File: src/rtl/brs_pkg.sv
package brs_pkg;
    localparam int          MAX_LEN_CODE = 4;
    localparam logic [2:0]  LAT_MIN      = 3'd3;
    localparam logic [2:0]  LAT_RESET    = 3'd4;

    typedef struct packed {
        logic       sync_mode;
        logic [2:0] lat;
        logic [2:0] len;
    } brs_cfg_t;

    function automatic logic [15:0] pack_cfg(brs_cfg_t c);
        return {c.sync_mode, c.lat, 9'b0, c.len};
    endfunction
endpackage

File: src/rtl/brs_cfg_reg.sv
module brs_cfg_reg
    import brs_pkg::*;
(
    input  logic        clk,
    input  logic        rst_n,
    input  logic        wr_en,
    input  logic [15:0] wdata,
    output brs_cfg_t    cfg
);
    brs_cfg_t cfg_d, cfg_q;

    always_comb begin
        cfg_d = cfg_q;
        if (wr_en) begin
            cfg_d.sync_mode = wdata[15];
            cfg_d.lat       = (wdata[14:12] < LAT_MIN) ? LAT_MIN : wdata[14:12];
            cfg_d.len       = wdata[2:0];
        end
    end

    always_ff @(posedge clk or negedge rst_n) begin
        if (!rst_n) begin
            cfg_q <= '{sync_mode: 1'b0, lat: LAT_RESET, len: 3'd0};
        end else begin
            cfg_q <= cfg_d;
        end
    end

    assign cfg = cfg_q;

    AST_LAT_LEGAL: assert property (@(posedge clk) disable iff (!rst_n)
        cfg_q.lat >= LAT_MIN);

    AST_WAKE_ASYNC: assert property (@(posedge clk) disable iff (!rst_n)
        $past(!rst_n) |-> (!cfg_q.sync_mode && cfg_q.lat == LAT_RESET));
endmodule

File: src/rtl/brs_addr_step.sv
module brs_addr_step
    import brs_pkg::*;
#(
    parameter int AW = 16
) (
    input  logic [AW-1:0] cur,
    input  logic [2:0]    len,
    output logic [AW-1:0] nxt
);
    logic [AW-1:0] mask;
    int            win_bits;

    always_comb begin
        win_bits = AW;
        for (int k = 1; k <= MAX_LEN_CODE; k++) begin
            if (int'(len) == k) win_bits = k + 1;
        end
        if (win_bits >= AW) mask = '1;
        else                mask = (AW'(1) << win_bits) - AW'(1);
        nxt = (cur & ~mask) | ((cur + AW'(1)) & mask);
    end
endmodule

File: src/rtl/burst_read_seq.sv
module burst_read_seq
    import brs_pkg::*;
#(
    parameter int          AW       = 16,
    parameter logic [15:0] CFG_ADDR = 16'hFFF0
) (
    input  logic          clk,
    input  logic          rst_n,
    input  logic          ce_n,
    input  logic          avd_n,
    input  logic          we_n,
    input  logic [AW-1:0] addr,
    input  logic [15:0]   wdata,
    output logic [AW-1:0] arr_addr,
    output logic          word_valid,
    output logic          cfg_hit,
    output logic [15:0]   cfg_word
);
    typedef struct packed {
        logic          busy;
        logic          valid;
        logic          hit;
        logic [AW-1:0] addr;
        logic [2:0]    cnt;
    } seq_t;

    seq_t     seq_d, seq_q;
    brs_cfg_t cfg;
    logic     take_addr;
    logic     cfg_wr;
    logic [AW-1:0] step_addr;

    assign take_addr = !ce_n && !avd_n && we_n;
    assign cfg_wr    = !ce_n && !avd_n && !we_n && (16'(addr) == CFG_ADDR);

    brs_cfg_reg u_cfg (
        .clk   (clk),
        .rst_n (rst_n),
        .wr_en (cfg_wr),
        .wdata (wdata),
        .cfg   (cfg)
    );

    brs_addr_step #(.AW(AW)) u_step (
        .cur (seq_q.addr),
        .len (cfg.len),
        .nxt (step_addr)
    );

    always_comb begin
        seq_d = seq_q;
        if (ce_n) begin
            seq_d = '0;
        end else if (take_addr) begin
            seq_d.busy  = 1'b1;
            seq_d.valid = 1'b1;
            seq_d.hit   = (16'(addr) == CFG_ADDR);
            seq_d.addr  = addr;
            seq_d.cnt   = cfg.lat - 3'd1;
        end else if (seq_q.busy && !seq_q.hit && cfg.sync_mode) begin
            if (seq_q.cnt == 3'd0) begin
                seq_d.addr  = step_addr;
                seq_d.valid = 1'b1;
                seq_d.cnt   = cfg.lat - 3'd1;
            end else begin
                seq_d.valid = 1'b0;
                seq_d.cnt   = seq_q.cnt - 3'd1;
            end
        end
    end

    always_ff @(posedge clk or negedge rst_n) begin
        if (!rst_n) seq_q <= '0;
        else        seq_q <= seq_d;
    end

    assign arr_addr   = seq_q.addr;
    assign word_valid = seq_q.valid;
    assign cfg_hit    = seq_q.hit;
    assign cfg_word   = pack_cfg(cfg);

    AST_FIRST_WORD: assert property (@(posedge clk) disable iff (!rst_n)
        take_addr |=> (word_valid && arr_addr == $past(addr)));

    AST_ASYNC_HOLD: assert property (@(posedge clk) disable iff (!rst_n)
        (word_valid && !cfg.sync_mode && !ce_n && avd_n)
        |=> (word_valid && $stable(arr_addr)));

    AST_SYNC_GAP: assert property (@(posedge clk) disable iff (!rst_n)
        (word_valid && cfg.sync_mode && !cfg_hit && !ce_n && avd_n)
        |=> !word_valid);

    AST_HIT_HOLD: assert property (@(posedge clk) disable iff (!rst_n)
        (cfg_hit && !ce_n && avd_n) |=> (cfg_hit && word_valid && $stable(arr_addr)));

    AST_DESELECT: assert property (@(posedge clk) disable iff (!rst_n)
        ce_n |=> (!word_valid && !cfg_hit));
endmodule

File: config.mk
export PLATFORM = sky130hd
export DESIGN_NAME = burst_read_seq
export DESIGN_NICKNAME = d
export VERILOG_FILES = /design/src/rtl/brs_pkg.sv /design/src/rtl/brs_cfg_reg.sv /design/src/rtl/brs_addr_step.sv /design/src/rtl/burst_read_seq.sv
export SDC_FILE = /design/constraint.sdc
export NUM_CORES = 1
export LEC_CHECK = 0
export ABC_AREA = 1
export BUFFER_PORTS_ARGS = -buffer_cell sky130_fd_sc_hd__buf_2
export CORE_MARGIN = 4
export CORE_UTILIZATION = 46
export CTS_CLUSTER_DIAMETER = 80
export CTS_CLUSTER_SIZE = 40
export DETAILED_ROUTE_END_ITERATION = 8
export PLACE_DENSITY_LB_ADDON = 0.2
export SLEW_MARGIN = 20
export SYNTH_ARGS = -nofsm -noshare
export SYNTH_HDL_FRONTEND = slang
export SYNTH_SLANG_ARGS = --single-unit
File: constraint.sdc
create_clock -name clk -period 1.61 [get_ports clk]
set_input_delay 0.322 -clock clk [delete_from_list [all_inputs] [get_ports clk]]
set_output_delay 0.322 -clock clk [all_outputs]
set_load 0.05 [all_outputs]
==> metrics.cfg, run 1 <==
[timing]
fin_tns_setup_ns = 0
rsz0062_at_grt = true
drv_slew = 0
setup_violations = 0
fin_crit_sh_pct = 94.5
hold_viol = 0
finClkSkew_ns = 0.00678
fmax_ghz = 0.657
finalCriticalPeriod_ns = 1.52

[floorplan]
core.rowCount = 24
fp.coreArea_mm2 = 0.00441
io_pins = 71
start_util_pct = 48.3
dieWidth_um = 76.1
dieArea_mm2 = 0.00579
fp.dieH_um = 76.1

[power]
ir_drop_mv = 0.661
p_leak_nw = 1.41
p_per_area_mw_per_mm2 = 875

[critical_path]
cpMaxStageDelayCell = dfrtp_2
critPathMaxFanout = 5
critPathArrivalTime_ns = 1.70
worstSetupPathType = reg -> reg
r2r-start = u_cfg.cfg[0]
cp_cell_sequence = o21ai_2 -> nand2_2 -> inv_2 -> ha_4 -> nand2_2 -> nand2_2 -> nand2_1 -> nand2_1 -> o21ai_1 -> nand2_1
reg2reg_depth = 10
cp-start-kind = flip-flop
slowest_delay_ns = 0.44
worstPathRequired_ns = 1.79
r2r_end = arr_addr[7]
critPathCaptureType = flip-flop
r2r_slack_ns = 0.09
crit_path_start = u_cfg.cfg[0]

[synthesis]
ys_seq_area_share_pct = 34.1
yosys_register_bits = 29
syn_inst = 313
syn_area_mm2 = 0.00213
ys.warnings.count = 0
avgSynthCellArea_um2 = 6.81
yosysUniqueCellTypes = 29

[layout]
syn_to_final_growth_pct = 22.7
fin_cells = 421
num_antenna_cells = 0
layout_common_cells = nand2_1 (77), buf_2 (52), nor2_1 (37)
drive_above_1_share_pct = 30.9
final_nets = 410
final_common_cell = nand2_1

[grt]
grt_start_max_net_pins = 24
grt_busiest_layer = met2
grt_pass1_vias = 1907
grtUsageMet1_pct = 23.3
antenna_found_initial = 0
grt_usage_pct = 18.4
met3_usage_pct = 3.78
grt_pass1_wl_um = 8730
met2_usage_pct = 30.5
grt_overflow_total = 0

[drt]
avgRoutedWirePerCell_um = 12.8
antenna_left = 0
drtPass1Iterations = 4
vias = 2063
wirelength_um = 5390
drtIter0Drc = 123
viasPerCell = 4.90
drcViolationCount = 0

[worst_hold_path]
worstHoldStart = wdata[15]
whs_path_depth = 3
min_path_type = in -> reg
whs_endpoint = u_cfg.cfg[6]

[placement]
dp_cells = 407
dpl.hpwl_um = 4000
io_buffers = 52
gp_congestion = 0.827

[clock_network]
clkSinkCount = 29
h-tree-depth = 2
cts_made_buffers = 5
clk_pin_slew_ns = 0.07
clock_latency_ns = 0.28
cts_tree = done
cts-root-buf = clkbuf_8
cts_buffer_depth = 2

[job]
maxCapViolCount = 0

[run_status]
outcome = finished, final reports clean

[worst max path at each step]
stage / endpoint / slack (ns) / cells after the start
5_1_grt: arr_addr[7] / -0.04 / 10
3_3_place_gp: arr_addr[2] / 0.08 / 9
3_5_place_dp: arr_addr[6] / 0.02 / 9
6_report: arr_addr[7] / 0.09 / 10
4_1_cts: arr_addr[6] / 0.002 / 9
2_1_floorplan: arr_addr[7] / -0.03 / 10
[state kept, by name, summed over array words and instances, names as in the netlist]
name,flops
arr_addr,16
seq_q,4
word_valid,1
u_cfg.cfg,7
cfg_hit,1
[cells by family after synthesis]
kind of cell / share of synthesized area, %
DFF: 34.1
buffers and inverters: 17.1
and+or+nand+nor: 34.2
AOI/OAI and AO/OA: 9.98
xor gates and xnor gates: 0.822
muxes: 0.470
other: 0.352
adders and majority gates: 2.93
[cells in the mapped netlist]
library cell	number	area (um2)
a21oi_2	1	8.76
nand3_1	28	140
nor2_2	2	12.5
ha_1	5	62.6
conb_1	2	7.51
inv_1	36	135
nand4_1	5	31.3
o21ai_2	2	17.5
nor2_4	2	22.5
inv_6	1	8.76
xor2_1	2	17.5
nor2_1	41	154
o22ai_1	3	18.8
buf_6	1	11.3
clkbuf_1	1	3.75
nand3_4	1	17.5
nor3_1	3	15.0
o21ai_0	19	95.1
buf_1	1	3.75
nand2_4	2	22.5
dfstp_2	1	26.3
or2_2	1	6.26
buf_4	26	195
inv_2	2	7.51
a21oi_1	13	65.1
mux2i_1	1	10.0
dfrtp_1	28	701
a22oi_1	1	7.51
nand2_1	82	308
[metal layers]
metal | up-vias | wire length, um
met5 | - | 0
met4 | 0 | 95
met3 | 9 | 296
met2 | 58 | 2580
met1 | 925 | 2420
li1 | 1071 | -
[worst max-delay path, delay by kind of cell, from the launching register on]
kind                     cells  cell delay [ns]
buffers and inverters        1             0.10
adder cells (fa/ha/maj)      1             0.19
AO/OA/AOI/OAI                2             0.31
flip-flops                   1             0.44
AND/OR/NAND/NOR              6             0.38
[per-stage QoR]
stage	setup slack, ns	area, um2	power, mW	util [%]	hold slack (ns)
after floorplan	-0.0330	2170	1.36	-	0.0264
after global placement	0.0760	2370	1.46	53.6	0.251
after detailed placement	0.0242	2370	1.47	53.6	0.255
after CTS	0.00165	2500	2.28	56.6	0.272
after global routing	-0.0394	2620	2.42	59.2	0.288
final	0.0883	2620	2.29	59.2	0.277
[repair_timing]
item                                    CTS  global route
endpoints found under the hold margin    12             0
endpoints found under the setup margin    0            16
hold buffers                              1             0
resized for setup                         0            23
buffers inserted                          0             4
[final cells by class]
cell class / instances / area (um2)
flip-flops and latches: 29 / 732
multi-input cells: 225 / 1160
fillers: 414 / 1800
clock inverters: 2 / 37.5
repair buffers: 68 / 387
inverters: 39 / 154
well taps: 52 / 65.1
clock buffers: 6 / 82.6
[power breakdown]
part           internal (mW)  leakage, nW  switching (mW)
Combinational          0.196        0.980           0.445
Clock                  0.503       0.0574           0.298
Sequential             0.788        0.369          0.0586
Total                   1.49         1.41           0.802
Note: power is estimated with default switching activity, not from simulation.
==> run 2: changes to the inputs <==
Settings changed: CELL_PAD_IN_SITES_DETAIL_PLACEMENT from default to 0, CELL_PAD_IN_SITES_GLOBAL_PLACEMENT from default to 1, CORE_UTILIZATION 46 to 31, SETUP_SLACK_MARGIN from default to 0.4, SLEW_MARGIN 20 to default.
==> run 2 against run 1 <==
  * Non-clock buffer count is 22 higher
  * Clock skew is 0.0079 ns higher
  * Critical path type unchanged
  * Flip-flop and latch count stayed put
  * Register-to-register slack hardly changed
  * Fmax is 0.11% lower
  * Sequential share of layout area is 4.7 points lower
  * Cell count is 11% higher
  * Via count is 6.4% higher
  * Worst setup slack worse by 0.0017 ns
  * Clock power is 20% lower
  * Critical endpoint is now arr_addr[10]
  * Hold slack worse by 0.0032 ns
  * Combinational power is 50% higher
==> metrics.cfg, run 2 (synthesized netlist as in run 1, its figures left out) <==
[layout]
syn_to_final_growth_pct = 50.5  ; was 22.7%
drive_above_1_share_pct = 44.9  ; was 30.9%
final_nets = 433  ; was 410
num_antenna_cells = 0  ; unchanged
largest_register_ff_count = 16  ; unchanged
fin_cells = 469  ; was 421
layout_common_cells = nand2_1 (71), nor2_1 (32), buf_6 (30)  ; was nand2_1 (77), buf_2 (52), nor2_1 (37)
final_area_mm2 = 0.00321  ; was 0.00262 mm2
final_common_cell = nand2_1  ; unchanged

[drt]
drcViolationCount = 0  ; unchanged
drtIter0Drc = 125  ; was 123
antenna_left = 0  ; unchanged
avgRoutedWirePerCell_um = 13.9  ; was 12.8 um
drtPass1Iterations = 4  ; unchanged
vias = 2196  ; was 2063
viasPerCell = 4.68  ; was 4.90
wirelength_um = 6530  ; was 5390 um

[critical_path]
critPathArrivalTime_ns = 1.69  ; was 1.70 ns
cpMaxStageDelayCell = dfrtp_1  ; was dfrtp_2
critical_path.most_common_cell = nand2_2
worstSetupPathType = reg -> reg  ; unchanged
worstPathRequired_ns = 1.78  ; was 1.79 ns
critPathBufInv = 0  ; was 1
slowest_delay_ns = 0.37  ; was 0.44 ns
cp_top_family = simple AND/OR/NAND/NOR gates  ; was flip-flops
cp_cell_sequence = ha_2 -> nand2_2 -> nor2_2 -> nand2_2 -> nor2_4 -> a21oi_1 -> o21ai_2 -> nand2_1  ; was o21ai_2 -> nand2_2 -> inv_2 -> ha_4 -> nand2_2 -> nand2_2 -> nand2_1 -> nand2_1 -> o21ai_1 -> nand2_1
critPathMaxFanout = 8  ; was 5
critPathCaptureType = flip-flop  ; unchanged
cp-start-kind = flip-flop  ; unchanged

[timing]
setup_violations = 0  ; unchanged
finClkSkew_ns = 0.0147  ; was 0.00678 ns
hold_viol = 0  ; unchanged
fmax_ghz = 0.656  ; was 0.657 GHz
fin_crit_sh_pct = 94.6  ; was 94.5%
rsz0062_at_grt = true  ; unchanged
setup_ws_ns = 0.0866  ; was 0.0883 ns
drv_slew = 0  ; unchanged
finalCriticalPeriod_ns = 1.52  ; about the same

[floorplan]
io_pins = 71  ; unchanged
dieArea_mm2 = 0.00827  ; was 0.00579 mm2
start_util_pct = 32.8  ; was 48.3%
core.rowCount = 29  ; was 24
fp.coreArea_mm2 = 0.00649  ; was 0.00441 mm2
fp.dieH_um = 90.9  ; was 76.1 um
dieWidth_um = 90.9  ; was 76.1 um

[clock_network]
cts_made_buffers = 5  ; unchanged
cts-root-buf = clkbuf_8  ; unchanged
clk_pin_slew_ns = 0.08  ; was 0.07 ns
clock_latency_ns = 0.28  ; about the same
h-tree-depth = 2  ; unchanged
clkSinkCount = 29  ; unchanged
cts_buffer_depth = 2  ; unchanged
cts_tree = done  ; unchanged

[placement]
io_buffers = 52  ; unchanged
dpl_worst_slack_ns = 0.0389  ; was 0.0242 ns
dp_cells = 432  ; was 407
placed_area_mm2 = 0.00243  ; was 0.00237 mm2
dpl.hpwl_um = 4500  ; was 4000 um
gp_congestion = 0.816  ; was 0.827

[power]
p_leak_nw = 1.55  ; was 1.41 nW
p_sw_share_pct = 37.0  ; was 35.0%
switchingPower_uw = 908  ; was 802 uW
p_per_area_mw_per_mm2 = 766  ; was 875 mW/mm2
power_frac_clock_pct = 26.1  ; was 35.0%
intPower_mw = 1.55  ; was 1.49 mW
ir_drop_mv = 0.430  ; was 0.661 mV
power_frac_seq_pct = 34.7  ; was 37.0%
combPwrFrac_pct = 39.1  ; was 28.0%

[job]
maxCapViolCount = 0  ; unchanged

[run_status]
outcome = finished, final reports clean  ; unchanged

[grt]
antenna_found_initial = 0  ; unchanged
grt_start_max_net_pins = 18  ; was 24
grt_pass1_wl_um = 10500  ; was 8730 um
grt_pass1_vias = 2136  ; was 1907
grt_overflow_total = 0  ; unchanged
grt_usage_pct = 15.6  ; was 18.4%

[worst_hold_path]
min_path_type = in -> reg  ; unchanged

[run 2: cell types whose count changed in the layout (fill, tap and decap cells not counted), moves of 4 or more]
| cell | previous run | this run |
|---|---|---|
| a21oi_1 | 13 | 8 |
| buf_2 | 52 | 27 |
| buf_4 | 14 | 22 |
| buf_6 | 1 | 30 |
| buf_8 | 0 | 7 |
| dfrtp_1 | 24 | 11 |
| dfrtp_2 | 4 | 17 |
| inv_1 | 32 | 27 |
| nand2_1 | 77 | 71 |
| nand2_2 | 5 | 9 |
| nor2_1 | 37 | 32 |
| o21ai_0 | 15 | 10 |
| o21ai_1 | 3 | 7 |
[run 2: worst paths after layout]
| kind | startpoint | slack (ns) | endpoint | cells after the start |
|---|---|---|---|---|
| hold reg to reg | seq_q[21] | 0.52 | seq_q[21] | 2 |
| setup reg to reg | arr_addr[1] | 0.09 | arr_addr[10] | 8 |
| max in group asynchronous | rst_n | 0.60 | arr_addr[8] | 3 |
| hold / removal | wdata[2] | 0.27 | u_cfg.cfg[2] | 3 |
| min in group asynchronous | rst_n | 0.51 | u_cfg.cfg[0] | 2 |
| setup / recovery | arr_addr[1] | 0.09 | arr_addr[10] | 8 |
[run 2: metrics by stage]
stage	util (%)	setup TNS [ns]	total power [mW]	hold WS, ns
4_1_cts	45.0	0	2.32	0.273
3_3_place_gp	37.5	0	1.47	0.284
6_report	49.4	0	2.46	0.274
2_1_floorplan	-	0	1.36	0.0264
5_1_grt	49.4	-0.0242	2.59	0.293
3_5_place_dp	37.5	0	1.48	0.292
[run 2: tightest hold or removal path, cell delays in order]
cell and delay (ns):
buf_2 0.09, inv_1 0.04, o21ai_0 0.07
[run 2: layer usage]
layer  global-route usage [%]  up-vias  wire, um
li1                         -     1122         -
met1                     20.3     1018      3000
met2                     26.9       47      3220
met3                     2.48        9       223
met4                     4.40        0        78
met5                        0        -         0
[run 2: layout make-up]
type / instances / area [um2]
Multi-Input combinational cell: 226 / 1300
Timing Repair Buffer: 90 / 801
Sequential cell: 29 / 748
Fill cell: 637 / 3290
Clock buffer: 8 / 90.1
Inverter: 39 / 171
Tap cell: 77 / 96.3
[run 2: timing repair]
item,4_1_cts,5_1_grt
hold buffers,1,0
resized for setup,82,54
endpoints found under the setup margin,42,45
hold endpoints to repair,10,0
gates cloned,1,1
setup buffers,13,13
pin swaps,14,9
[run 2: power by group through the flow]
stage	logic (mW)	registers (mW)	clock network, mW
6_report	0.961	0.854	0.642
5_1_grt	1.03	0.862	0.690
4_1_cts	0.805	0.850	0.661
3_5_place_dp	0.619	0.858	0
3_3_place_gp	0.617	0.857	0
2_1_floorplan	0.507	0.855	0
